### src/rtl/daisy_irq_pkg.sv
package daisy_irq_pkg;
  localparam int unsigned DEF_DEVS  = 4;
  localparam int unsigned DEF_VEC_W = 8;
  localparam int unsigned SYNC_LEN  = 2;
endpackage

### src/rtl/irq_rst_sync.sv
module irq_rst_sync #(
  parameter int unsigned STAGES = daisy_irq_pkg::SYNC_LEN
) (
  input  logic clk,
  input  logic rst_n,
  output logic rst_sync_n
);
  logic [STAGES-1:0] sh_q;
  logic [STAGES-1:0] sh_d;

  always_comb begin
    sh_d = {sh_q[STAGES-2:0], 1'b1};
  end

  always_ff @(posedge clk or negedge rst_n) begin
    if (!rst_n) sh_q <= '0;
    else        sh_q <= sh_d;
  end

  assign rst_sync_n = sh_q[STAGES-1];
endmodule

### src/rtl/irq_cell.sv
module irq_cell #(
  parameter int unsigned VEC_W = daisy_irq_pkg::DEF_VEC_W
) (
  input  logic             clk,
  input  logic             rst_n,
  input  logic             req_i,
  input  logic [VEC_W-1:0] vec_i,
  input  logic             ack_in,
  output logic             ack_out,
  output logic             pull_o,
  output logic             grant_o,
  output logic [VEC_W-1:0] vec_drv_o
);
  logic req_q, req_d;
  logic pend_q, pend_d;
  logic rise;
  logic grant;

  always_comb begin
    rise    = req_i & ~req_q;
    grant   = pend_q & ack_in;
    ack_out = ack_in & ~pend_q;
    req_d   = req_i;
    pend_d  = rise | (pend_q & ~grant);
  end

  always_ff @(posedge clk or negedge rst_n) begin
    if (!rst_n) begin
      req_q  <= 1'b0;
      pend_q <= 1'b0;
    end else begin
      req_q  <= req_d;
      pend_q <= pend_d;
    end
  end

  assign pull_o    = pend_q;
  assign grant_o   = grant;
  assign vec_drv_o = grant ? vec_i : '0;


  pend_keep_chk: assert property (@(posedge clk) disable iff (!rst_n)
    (pend_q && !ack_in) |=> pend_q);

  block_chain_chk: assert property (@(posedge clk) disable iff (!rst_n)
    (pend_q && ack_in) |-> !ack_out);

  pass_chain_chk: assert property (@(posedge clk) disable iff (!rst_n)
    !pend_q |-> (ack_out == ack_in));
endmodule

### src/rtl/irq_bus_merge.sv
module irq_bus_merge #(
  parameter int unsigned N_DEV = daisy_irq_pkg::DEF_DEVS,
  parameter int unsigned VEC_W = daisy_irq_pkg::DEF_VEC_W
) (
  input  logic [N_DEV-1:0]       pull_i,
  input  logic [N_DEV*VEC_W-1:0] drv_i,
  output logic                   line_n_o,
  output logic [VEC_W-1:0]       vec_bus_o
);
  logic [N_DEV:0]       line_acc;
  logic [VEC_W-1:0]     vec_acc [N_DEV+1];

  assign line_acc[0] = 1'b1;
  assign vec_acc[0]  = '0;

  for (genvar g = 0; g < N_DEV; g++) begin : g_merge
    assign line_acc[g+1] = line_acc[g] & ~pull_i[g];
    assign vec_acc[g+1]  = vec_acc[g] | drv_i[g*VEC_W +: VEC_W];
  end

  assign line_n_o  = line_acc[N_DEV];
  assign vec_bus_o = vec_acc[N_DEV];
endmodule

### src/rtl/irq_accept.sv
module irq_accept #(
  parameter int unsigned VEC_W = daisy_irq_pkg::DEF_VEC_W
) (
  input  logic             clk,
  input  logic             rst_n,
  input  logic             line_n_i,
  input  logic             set_en_i,
  input  logic             rti_i,
  input  logic [VEC_W-1:0] vec_bus_i,
  output logic             ack_o,
  output logic             en_o,
  output logic [VEC_W-1:0] vec_o
);
  logic             en_q, en_d;
  logic [VEC_W-1:0] vec_q, vec_d;
  logic             vec_ld;
  logic             ack;

  always_comb begin
    ack    = ~line_n_i & en_q;
    vec_ld = ack;
    vec_d  = vec_ld ? vec_bus_i : vec_q;
    if (ack)                   en_d = 1'b0;
    else if (set_en_i | rti_i) en_d = 1'b1;
    else                       en_d = en_q;
  end

  always_ff @(posedge clk or negedge rst_n) begin
    if (!rst_n) begin
      en_q  <= 1'b0;
      vec_q <= '0;
    end else begin
      en_q  <= en_d;
      vec_q <= vec_d;
    end
  end

  assign ack_o = ack;
  assign en_o  = en_q;
  assign vec_o = vec_q;


  ack_single_chk: assert property (@(posedge clk) disable iff (!rst_n)
    ack |=> !ack);

  mask_on_take_chk: assert property (@(posedge clk) disable iff (!rst_n)
    ack |=> !en_q);

  vec_take_chk: assert property (@(posedge clk) disable iff (!rst_n)
    ack |=> (vec_q == $past(vec_bus_i)));

  vec_hold_chk: assert property (@(posedge clk) disable iff (!rst_n)
    !ack |=> $stable(vec_q));

  reenable_chk: assert property (@(posedge clk) disable iff (!rst_n)
    (!ack && (set_en_i || rti_i)) |=> en_q);
endmodule

### src/rtl/daisy_irq_top.sv
module daisy_irq_top #(
  parameter int unsigned N_DEV = daisy_irq_pkg::DEF_DEVS,
  parameter int unsigned VEC_W = daisy_irq_pkg::DEF_VEC_W
) (
  input  logic                   clk,
  input  logic                   rst_n,
  input  logic [N_DEV-1:0]       dev_req_i,
  input  logic [N_DEV*VEC_W-1:0] dev_vec_i,
  input  logic                   set_en_i,
  input  logic                   rti_i,
  output logic                   irq_line_n_o,
  output logic                   ack_o,
  output logic [VEC_W-1:0]       vec_o,
  output logic                   int_en_o,
  output logic [N_DEV-1:0]       pend_o
);
  logic                   rst_sync_n;
  logic [N_DEV:0]         ack_chain;
  logic [N_DEV-1:0]       pull;
  logic [N_DEV-1:0]       grant;
  logic [N_DEV*VEC_W-1:0] drv;
  logic                   line_n;
  logic [VEC_W-1:0]       vec_bus;
  logic                   ack;

  irq_rst_sync u_rst (
    .clk        (clk),
    .rst_n      (rst_n),
    .rst_sync_n (rst_sync_n)
  );

  assign ack_chain[0] = ack;

  for (genvar g = 0; g < N_DEV; g++) begin : g_cell
    irq_cell #(.VEC_W(VEC_W)) u_cell (
      .clk       (clk),
      .rst_n     (rst_sync_n),
      .req_i     (dev_req_i[g]),
      .vec_i     (dev_vec_i[g*VEC_W +: VEC_W]),
      .ack_in    (ack_chain[g]),
      .ack_out   (ack_chain[g+1]),
      .pull_o    (pull[g]),
      .grant_o   (grant[g]),
      .vec_drv_o (drv[g*VEC_W +: VEC_W])
    );
  end

  irq_bus_merge #(.N_DEV(N_DEV), .VEC_W(VEC_W)) u_merge (
    .pull_i    (pull),
    .drv_i     (drv),
    .line_n_o  (line_n),
    .vec_bus_o (vec_bus)
  );

  irq_accept #(.VEC_W(VEC_W)) u_acc (
    .clk       (clk),
    .rst_n     (rst_sync_n),
    .line_n_i  (line_n),
    .set_en_i  (set_en_i),
    .rti_i     (rti_i),
    .vec_bus_i (vec_bus),
    .ack_o     (ack),
    .en_o      (int_en_o),
    .vec_o     (vec_o)
  );

  assign irq_line_n_o = line_n;
  assign ack_o        = ack;
  assign pend_o       = pull;


  one_grant_chk: assert property (@(posedge clk) disable iff (!rst_sync_n)
    $onehot0(grant));

  grant_when_ack_chk: assert property (@(posedge clk) disable iff (!rst_sync_n)
    (ack && !line_n) |-> ($countones(grant) == 1));

  line_pend_chk: assert property (@(posedge clk) disable iff (!rst_sync_n)
    (line_n == (pull == '0)));

  no_ack_masked_chk: assert property (@(posedge clk) disable iff (!rst_sync_n)
    !int_en_o |-> !ack);
endmodule

### config.mk
export PLATFORM = sky130hd
export DESIGN_NAME = daisy_irq_top
export DESIGN_NICKNAME = d
export VERILOG_FILES = /design/src/rtl/daisy_irq_pkg.sv /design/src/rtl/irq_rst_sync.sv /design/src/rtl/irq_cell.sv /design/src/rtl/irq_bus_merge.sv /design/src/rtl/irq_accept.sv /design/src/rtl/daisy_irq_top.sv
export SDC_FILE = /design/constraint.sdc
export NUM_CORES = 1
export LEC_CHECK = 0
export ABC_AREA = 1
export BUFFER_PORTS_ARGS = -buffer_cell sky130_fd_sc_hd__buf_2
export CAP_MARGIN = 40
export CORE_MARGIN = 3
export CORE_UTILIZATION = 46
export DETAILED_ROUTE_END_ITERATION = 12
export PLACE_DENSITY_LB_ADDON = 0.25
export SETUP_SLACK_MARGIN = 0.4
export SKIP_LAST_GASP = 1
export SLEW_MARGIN = 20
export SYNTH_ARGS = -nofsm -noshare
export SYNTH_HDL_FRONTEND = slang
export SYNTH_SLANG_ARGS = --single-unit
### constraint.sdc
create_clock -name clk -period 1.9 [get_ports clk]
set_input_delay 0.38 -clock clk [delete_from_list [all_inputs] [get_ports clk]]
set_output_delay 0.38 -clock clk [all_outputs]
set_load 0.01 [all_outputs]
---- Yosys cells after proc, flatten, opt, wreduce, memory -nomap -nowiden ----
Index checks and enable logic that the tools add are counted.
storage, ports and cells
  memory bits (writable) .................. 0
  bits in read-only memories .............. 0
  latch bits .............................. 0
  output and inout bits ................... 15
  word-level logic and storage cells ...... 58
  input port bits ......................... 40
  memories kept ........................... 0
  register bits ........................... 19
operators by class
  muxes and demuxes ....................... 6
  add/sub/neg operators ................... 0
  $mul .................................... 0
  shifts and indexed selects .............. 0
  divide/modulo/power cells ............... 0
  reduce and logical (&&, ||, !) cells .... 1
  $lt $le $gt $ge ......................... 0
  equal/unequal tests ..................... 0
  bitwise operators ....................... 40
operators with widths
  cell                number
  2-to-1 mux 8 bit    4
  bitwise OR 8 bit    3
  bitwise AND 1 bit   19
  NOT 1 bit           13
  bitwise OR 1 bit    5
  2-to-1 mux 1 bit    2
  nonzero test 2 bit  1

---- Logic depth before layout (Yosys ltp) ----
Gate-level depths: netlist of the first run.
  depth after elaboration ................. 13
  depth in mapped cells ................... 7
  depth with buffers taken out ............ 7

---- Modules after synthesis ----
A second synthesis of the first run with hierarchy kept.
unflattened totals
  cells, all modules ...................... 178
  area total of the unflattened synthesis .. 1111.1 µm²
modules (own cells, without submodules)
  module         seq. area each (µm²)  cells each  area an instance (µm²)  instances
  irq_cell       50.0                  26          142.6                   4
  irq_accept     225.2                 40          370.4                   1
  irq_bus_merge  0.0                   31          116.4                   1
  irq_rst_sync   50.0                  3           53.8                    1

---- Worst setup path after synthesis of the first run ----
No wires, ideal clock.
  path kind ............................... register -> output
  start point ............................. register g_cell[1].u_cell.pend_q
  end point ............................... output ack_o
  required time ........................... 1.520 ns
  path slack .............................. 0.691 ns
  arrival time ............................ 0.829 ns
  buffers on the path ..................... 0
  cell stages (with the launch flop) ...... 5
  cell sequence ........................... dfrtp_1 nor2_2 nand2_4 nand2_4 inv_4
on the way
  word-level cells in the longest chain between the ends .. 6
ends and longest elaborated chain
  item                            line                 RTL
  from (decl)                     irq_cell.sv:15       logic pend_q, pend_d;
  from (signal assigned)          irq_cell.sv:33       pend_q <= pend_d;
  NOT 1 bit                       irq_bus_merge.sv:17  assign line_acc[g+1] = line_acc[g] & ~pull_i[g];
  bitwise AND 1 bit (3 in a row)  irq_bus_merge.sv:17
  NOT 1 bit                       irq_accept.sv:20     ack = ~line_n_i & en_q;
  bitwise AND 1 bit               irq_accept.sv:20
  to (decl)                       daisy_irq_top.sv:12  output logic ack_o,
No other way between the ends.

---- Worst setup path after layout of the first run ----
  start point ............................. register g_cell[3].u_cell.pend_q
  end point ............................... output ack_o
on the way
  word-level cells in the longest chain between the ends .. 4
ends and longest elaborated chain
  item                    line
  from (decl)             irq_cell.sv:15
  from (signal assigned)  irq_cell.sv:33
  NOT 1 bit               irq_bus_merge.sv:17
  bitwise AND 1 bit       irq_bus_merge.sv:17
  NOT 1 bit               irq_accept.sv:20
  bitwise AND 1 bit       irq_accept.sv:20
No other way between the ends.

==> results.yml, run 1 <==
yosys:
  synth_xor_xnor_area_share_pct: 0
  syn_avg_cell_area_um2: 7.828
  synth_top_area_cell: "dfrtp_1"
  synthTopCellsByArea: "dfrtp_1 (49%), nand2_1 (10%), nor2_1 (10%)"
  synth_compound_area_share_pct: 2.685
  synth_top_area_share_pct: 48.59
  synth_fa_ha_area_share_pct: 0
  synth_top_family_by_area: "simple AND/OR/NAND/NOR gates"
  synth_area_um2: 978.4
  syn_nets: 165
  ys_seq_area_share_pct: 48.59
  ys_types: 17
  synthCells: 125
  synthSimpleGateAreaFrac_pct: 32.99
  ys_warn_count: 0
  synth.area.mux_share_pct: 0
  ys_ff_latch: 19
global_routing:
  first_global_vias: 924
  antenna_found_initial: 0
  grt_pass1_wl_mm: 3.953
  groute.usage.overall_pct: 19.70
  grt.overflow.total: 0
  grt_max_degree: 18
drt:
  drc_errors: 0
  num_vias: 990
  first_pass_iters: 4
  postRouteAntennaNets: 0
  viasPerCell: 4.562
  drt_iter0_drc: 7
  routed_wl_mm: 2.473
  wire_per_inst_um: 11.40
timing:
  final-setup-viol-count: 0
  post-route-period-util_pct: 81.32
  report.final.slew_viol_count: 0
  hold_viol_final: 0
  tightest_slew_ps: 676.9
  post-route-min-period_ps: 1545
  max_slew_margin_pct: 54.87
  finalSetupTns_ps: 0
  max_freq_ghz: 0.6472
  worst_hold_slack_ps: 200.2
  skew_ps: 0.8644
  setup_ws_ps: 354.8
  rsz0062_at_grt: "true"
place:
  gp_congestion: 0.7761
  dpl_cell_area_mm2: 0.001232
  portBuffers: 54
  place_ws_ps: 503.2
  hpwlAfterDp_mm: 1.753
final_layout:
  final_cell_mix: "buf_2 (53), nand2_1 (27), nor2_1 (25), inv_1 (23), dfrtp_1 (17)"
  mostFrequentLayoutCell: "buf_2"
  num-nets-final: 231
  n_fill_cell: 146
  design_area_mm2: 0.001381
  multiInputGateArea_um2: 374.1
  final-seq-area_um2: 478.0
  n_antenna_cell: 0
  drive_gt1_share_pct: 41.58
  area_delta_synth_final_pct: 41.18
critical_path:
  crit_buf_inv: 2
  path_delay_family: "flip-flops"
  slowest_stage: "dfrtp_1"
  cp_max_fo: 3
  cp-end-kind: "primary output"
  critPathMaxStageDelay_ps: 440
  cp.required_ps: 1520
  startpoint_type: "flip-flop"
  worstPathArrival_ps: 1170
  cp_cell_sequence: "nor2_4 > nand2_4 > nand2_8 > inv_4 > buf_6"
  worstSetupPathType: "reg2out"
die:
  core_mm2: 0.001982
  fp-row-count: 16
  start_util_pct: 49.37
  ioPinCount: 55
  die_y_um: 52.12
  dieArea_mm2: 0.002716
  die_w_um: 52.12
status:
  status: "finished clean"
power:
  fin_total_pwr_mw: 1.765
  ir_worst_vdd_mv: 0.7496
  p_per_area_mw_per_mm2: 1278
  p_leak_nw: 0.8081
cts:
  cts.sinks: 19
  tritoncts: "done"
  clockBufferDepth: 2
  cts_max_level: 1
  cts_made_buffers: 3
  path_clk_slew_ps: 100
  clock_latency_ps: 290
  root_buffer: "clkbuf_4"
worst_hold_path:
  hold_class: "in2reg"
job:
  drv_cap: 0
worst register-to-register path, stage by stage (launching register included):
cell and delay (ps):
dfrtp_1 440, nor2_4 150, nand2_4 80, buf_4 140, buf_4 130, nand4_4 110, nor2_1 60, nor2_1 100
nand4_1 100
through the flow:
stage          util (%)  instances
3_3_place_gp      62.18        201
3_5_place_dp      62.18        201
6_report          69.70        217
2_1_floorplan         -        125
5_1_grt           69.70        217
4_1_cts           68.31        214
worst paths after layout:
kind | end | cells past startpoint | start | slack (ps)
max in group asynchronous | u_acc.en_o | 0 | u_rst.sh_q[1] | 1150
worst max register to register | u_acc.vec_o[6] | 8 | g_cell[3].u_cell.pull_o | 480
worst max-delay path | ack_o | 5 | g_cell[3].u_cell.pull_o | 350
min in group asynchronous | u_acc.vec_o[6] | 0 | u_rst.sh_q[1] | 290
worst min-delay path | g_cell[2].u_cell.req_q | 1 | dev_req_i[2] | 200
worst min register to register | u_acc.vec_o[6] | 0 | u_rst.sh_q[1] | 290
area by class of cell:
cell class                      instances  area share (%)
Clock buffer                            4           1.902
Inverter                               26           7.246
Multi-Input combinational cell         75           27.08
Sequential cell                        19           34.60
Tap cell                               27           2.446
Timing Repair Buffer                   66           26.72
cell usage after synthesis:
library cell and instances:
o22ai_1 1, nand4_4 1, inv_1 25, buf_4 4
o21ai_1 3, o21ai_0 1, nand2_2 1, nor2_2 1
nand4_1 10, nor2_1 26, nor3_1 1, dfrtp_1 19
nand2_1 27, inv_4 1, conb_1 1, nand2_4 2
buf_12 1
sequential cells by signal, summed over array words and instances (netlist names):
signal / count
u_acc.vec_o: 8
g_cell.u_cell.pull_o: 4
g_cell.u_cell.req_q: 4
u_rst.sh_q: 2
u_acc.en_o: 1
kinds of logic (layout without fill, tap and decap cells):
family          Yosys count  after routing
buf+inv                  31             96
simple gates             69             69
other cells               1              1
compound gates            5              5
flops                    19             19
where the power goes:
group | switching, mW | internal [mW]
sequential | 0.136 | 0.547
combinational | 0.474 | 0.410
clock | 0.117 | 0.0816
layer usage:
layer	share of wire [%]	up-vias	wire length [um]	global-route usage [%]
met5	0	-	0	0
met4	0.32	0	8	6.550
met3	8.6	2	212	5.158
met2	53	37	1301	37.24
met1	38	445	950	20.66
li1	-	506	-	-
what timing repair did:
item                                    CTS  global route
hold buffers                              1             0
setup buffers                             8             3
gates resized for setup                   6             3
endpoints found under the setup margin    2             5
pin swaps                                 1             3
endpoints found under the hold margin     2             0
Power figures use the tool's default switching activity.
==> inputs of run 2 (changes only) <==
- CORE_UTILIZATION: 46 -> 43
- clock period: 1.9 -> 1.6 ns (I/O delays scaled with it)
==> run 2 against run 1 <==
Against the previous run:
- critical path depth unchanged
- sequential power grew 16%
- via count increased by 0.81%
==> results.yml, run 2 (same netlist as run 1, synthesis figures left out) <==
critical_path:
  worstSetupPathType: "reg2out"
  crit_buf_inv: 2
  timing.rr.end: "u_acc.vec_o[6]"
  slowest_stage: "dfrtp_2"
  reg2reg_depth: 8
  timing.rr.start: "g_cell[1].u_cell.pull_o"
  startpoint_type: "flip-flop"
  cp_max_fo: 3
  ff2ff_setup_slack_ps: 130
  cp.required_ps: 1280
  cp-end-kind: "primary output"
  critPathMaxStageDelay_ps: 440
  cp_cell_sequence: "nor2_4 > nand2_4 > nand2_8 > inv_4 > buf_6"
  path_delay_family: "flip-flops"
  worstPathArrival_ps: 1180
place:
  gp_congestion: 0.7394
  dpl.cell_count: 201
  hpwlAfterDp_mm: 1.776
  place_ws_ps: 250.7
  portBuffers: 54
timing:
  setup_ws_ps: 95.49
  max_slew_margin_pct: 56.83
  skew_ps: 9.528
  post-route-min-period_ps: 1505
  rsz0062_at_grt: "true"
  report.final.slew_viol_count: 0
  max_freq_ghz: 0.6647
  post-route-period-util_pct: 94.03
  hold_viol_final: 0
  final-setup-viol-count: 0
  worst_hold_slack_ps: 139.8
  tightest_slew_ps: 647.6
  finalSetupTns_ps: 0
status:
  status: "finished clean"
cts:
  root_buffer: "clkbuf_4"
  cts.sinks: 19
  cts_max_level: 1
  path_clk_slew_ps: 110
  tritoncts: "done"
  cts_made_buffers: 3
  clockBufferDepth: 2
  clock_latency_ps: 290
power:
  ir_worst_vdd_mv: 1.062
  p_per_area_mw_per_mm2: 1523
  p_leak_nw: 0.8140
die:
  core_mm2: 0.002062
  dieArea_mm2: 0.002884
  die_w_um: 53.70
  fp-row-count: 16
  die_y_um: 53.70
  start_util_pct: 47.45
  ioPinCount: 55
drt:
  drt_iter0_drc: 17
  first_pass_iters: 4
  viasPerCell: 4.599
  num_vias: 998
  wire_per_inst_um: 11.15
  drc_errors: 0
  routed_wl_mm: 2.420
  postRouteAntennaNets: 0
global_routing:
  grt.overflow.total: 0
  grt_max_degree: 18
  groute.usage.overall_pct: 17.77
  first_global_vias: 882
  grt_pass1_wl_mm: 3.781
  antenna_found_initial: 0
final_layout:
  final_util_pct: 68.45
  area_delta_synth_final_pct: 44.25
  layout.cells.non_filler: 217
  n_antenna_cell: 0
  drive_gt1_share_pct: 43.16
  num-nets-final: 231
  final_cell_mix: "buf_2 (50), nand2_1 (26), nor2_1 (24), inv_1 (22), dfrtp_1 (17)"
  largest_reg_flops: 8
  mostFrequentLayoutCell: "buf_2"
  n_fill_cell: 168
worst_hold_path:
  hold_class: "in2reg"
  hold_path_end: "g_cell[2].u_cell.req_q"
  worstHoldStart: "dev_req_i[2]"
  worstHoldPathCells: 1
job:
  drv_cap: 0
run 2: routing by layer:
layer	routed length, um	GRT usage (%)	vias to the layer above	share of wire [%]
li1	-	-	504	-
met1	1018	21.95	459	42
met2	1212	32.06	33	50
met3	182	3.878	2	7.5
met4	6	2.553	0	0.25
met5	0	0	-	0
run 2: layout make-up:
cell class | count | area, um2 | share of cell area, %
inverters | 26 | 103.9 | 7.358
well taps | 27 | 33.78 | 2.394
repair buffers | 66 | 395.4 | 28.01
multi-input cells | 75 | 374.1 | 26.51
clock buffers | 4 | 26.28 | 1.862
flip-flops and latches | 19 | 478.0 | 33.87
run 2: metrics by stage:
stage,area [um2],power (mW)
after floorplan,978.4,1.408
after global placement,1232,1.616
after detailed placement,1232,1.642
after CTS,1363,2.090
after global routing,1411,2.325
final,1411,2.150
run 2: repair_timing:
| item | in CTS | in global routing |
|---|---|---|
| endpoints found under the setup margin | 14 | 16 |
| gates resized for setup | 12 | 4 |
| buffers inserted | 7 | 4 |
| hold endpoints to repair | 2 | 0 |
| hold buffers | 1 | 0 |
| pin swaps | 1 | 3 |
run 2: worst max path at each step:
| stage | start | slack (ps) | cells past startpoint | to |
|---|---|---|---|---|
| 2_1_floorplan | g_cell[1].u_cell.pull_o | 450 | 4 | ack_o |
| 3_3_place_gp | g_cell[1].u_cell.pull_o | 290 | 5 | ack_o |
| 3_5_place_dp | g_cell[1].u_cell.pull_o | 250 | 5 | ack_o |
| 4_1_cts | g_cell[1].u_cell.pull_o | 110 | 5 | ack_o |
| 5_1_grt | g_cell[2].u_cell.pull_o | 40 | 5 | ack_o |
| 6_report | g_cell[1].u_cell.pull_o | 100 | 5 | ack_o |
run 2: worst reg2reg max path, stage by stage, from the launching register on:
cell and delay (ps):
dfrtp_2 440, nor2_4 150, nand2_4 90, buf_4 140, buf_4 130, nand4_4 110
nor2_1 60, nor2_1 110, nand4_1 100
run 2: power by group:
group	internal [mW]	switching, mW	leakage, nW
Combinational	0.541	0.587	0.578
Clock	0.0968	0.136	0.0150
Sequential	0.650	0.139	0.221
Total	1.29	0.862	0.814
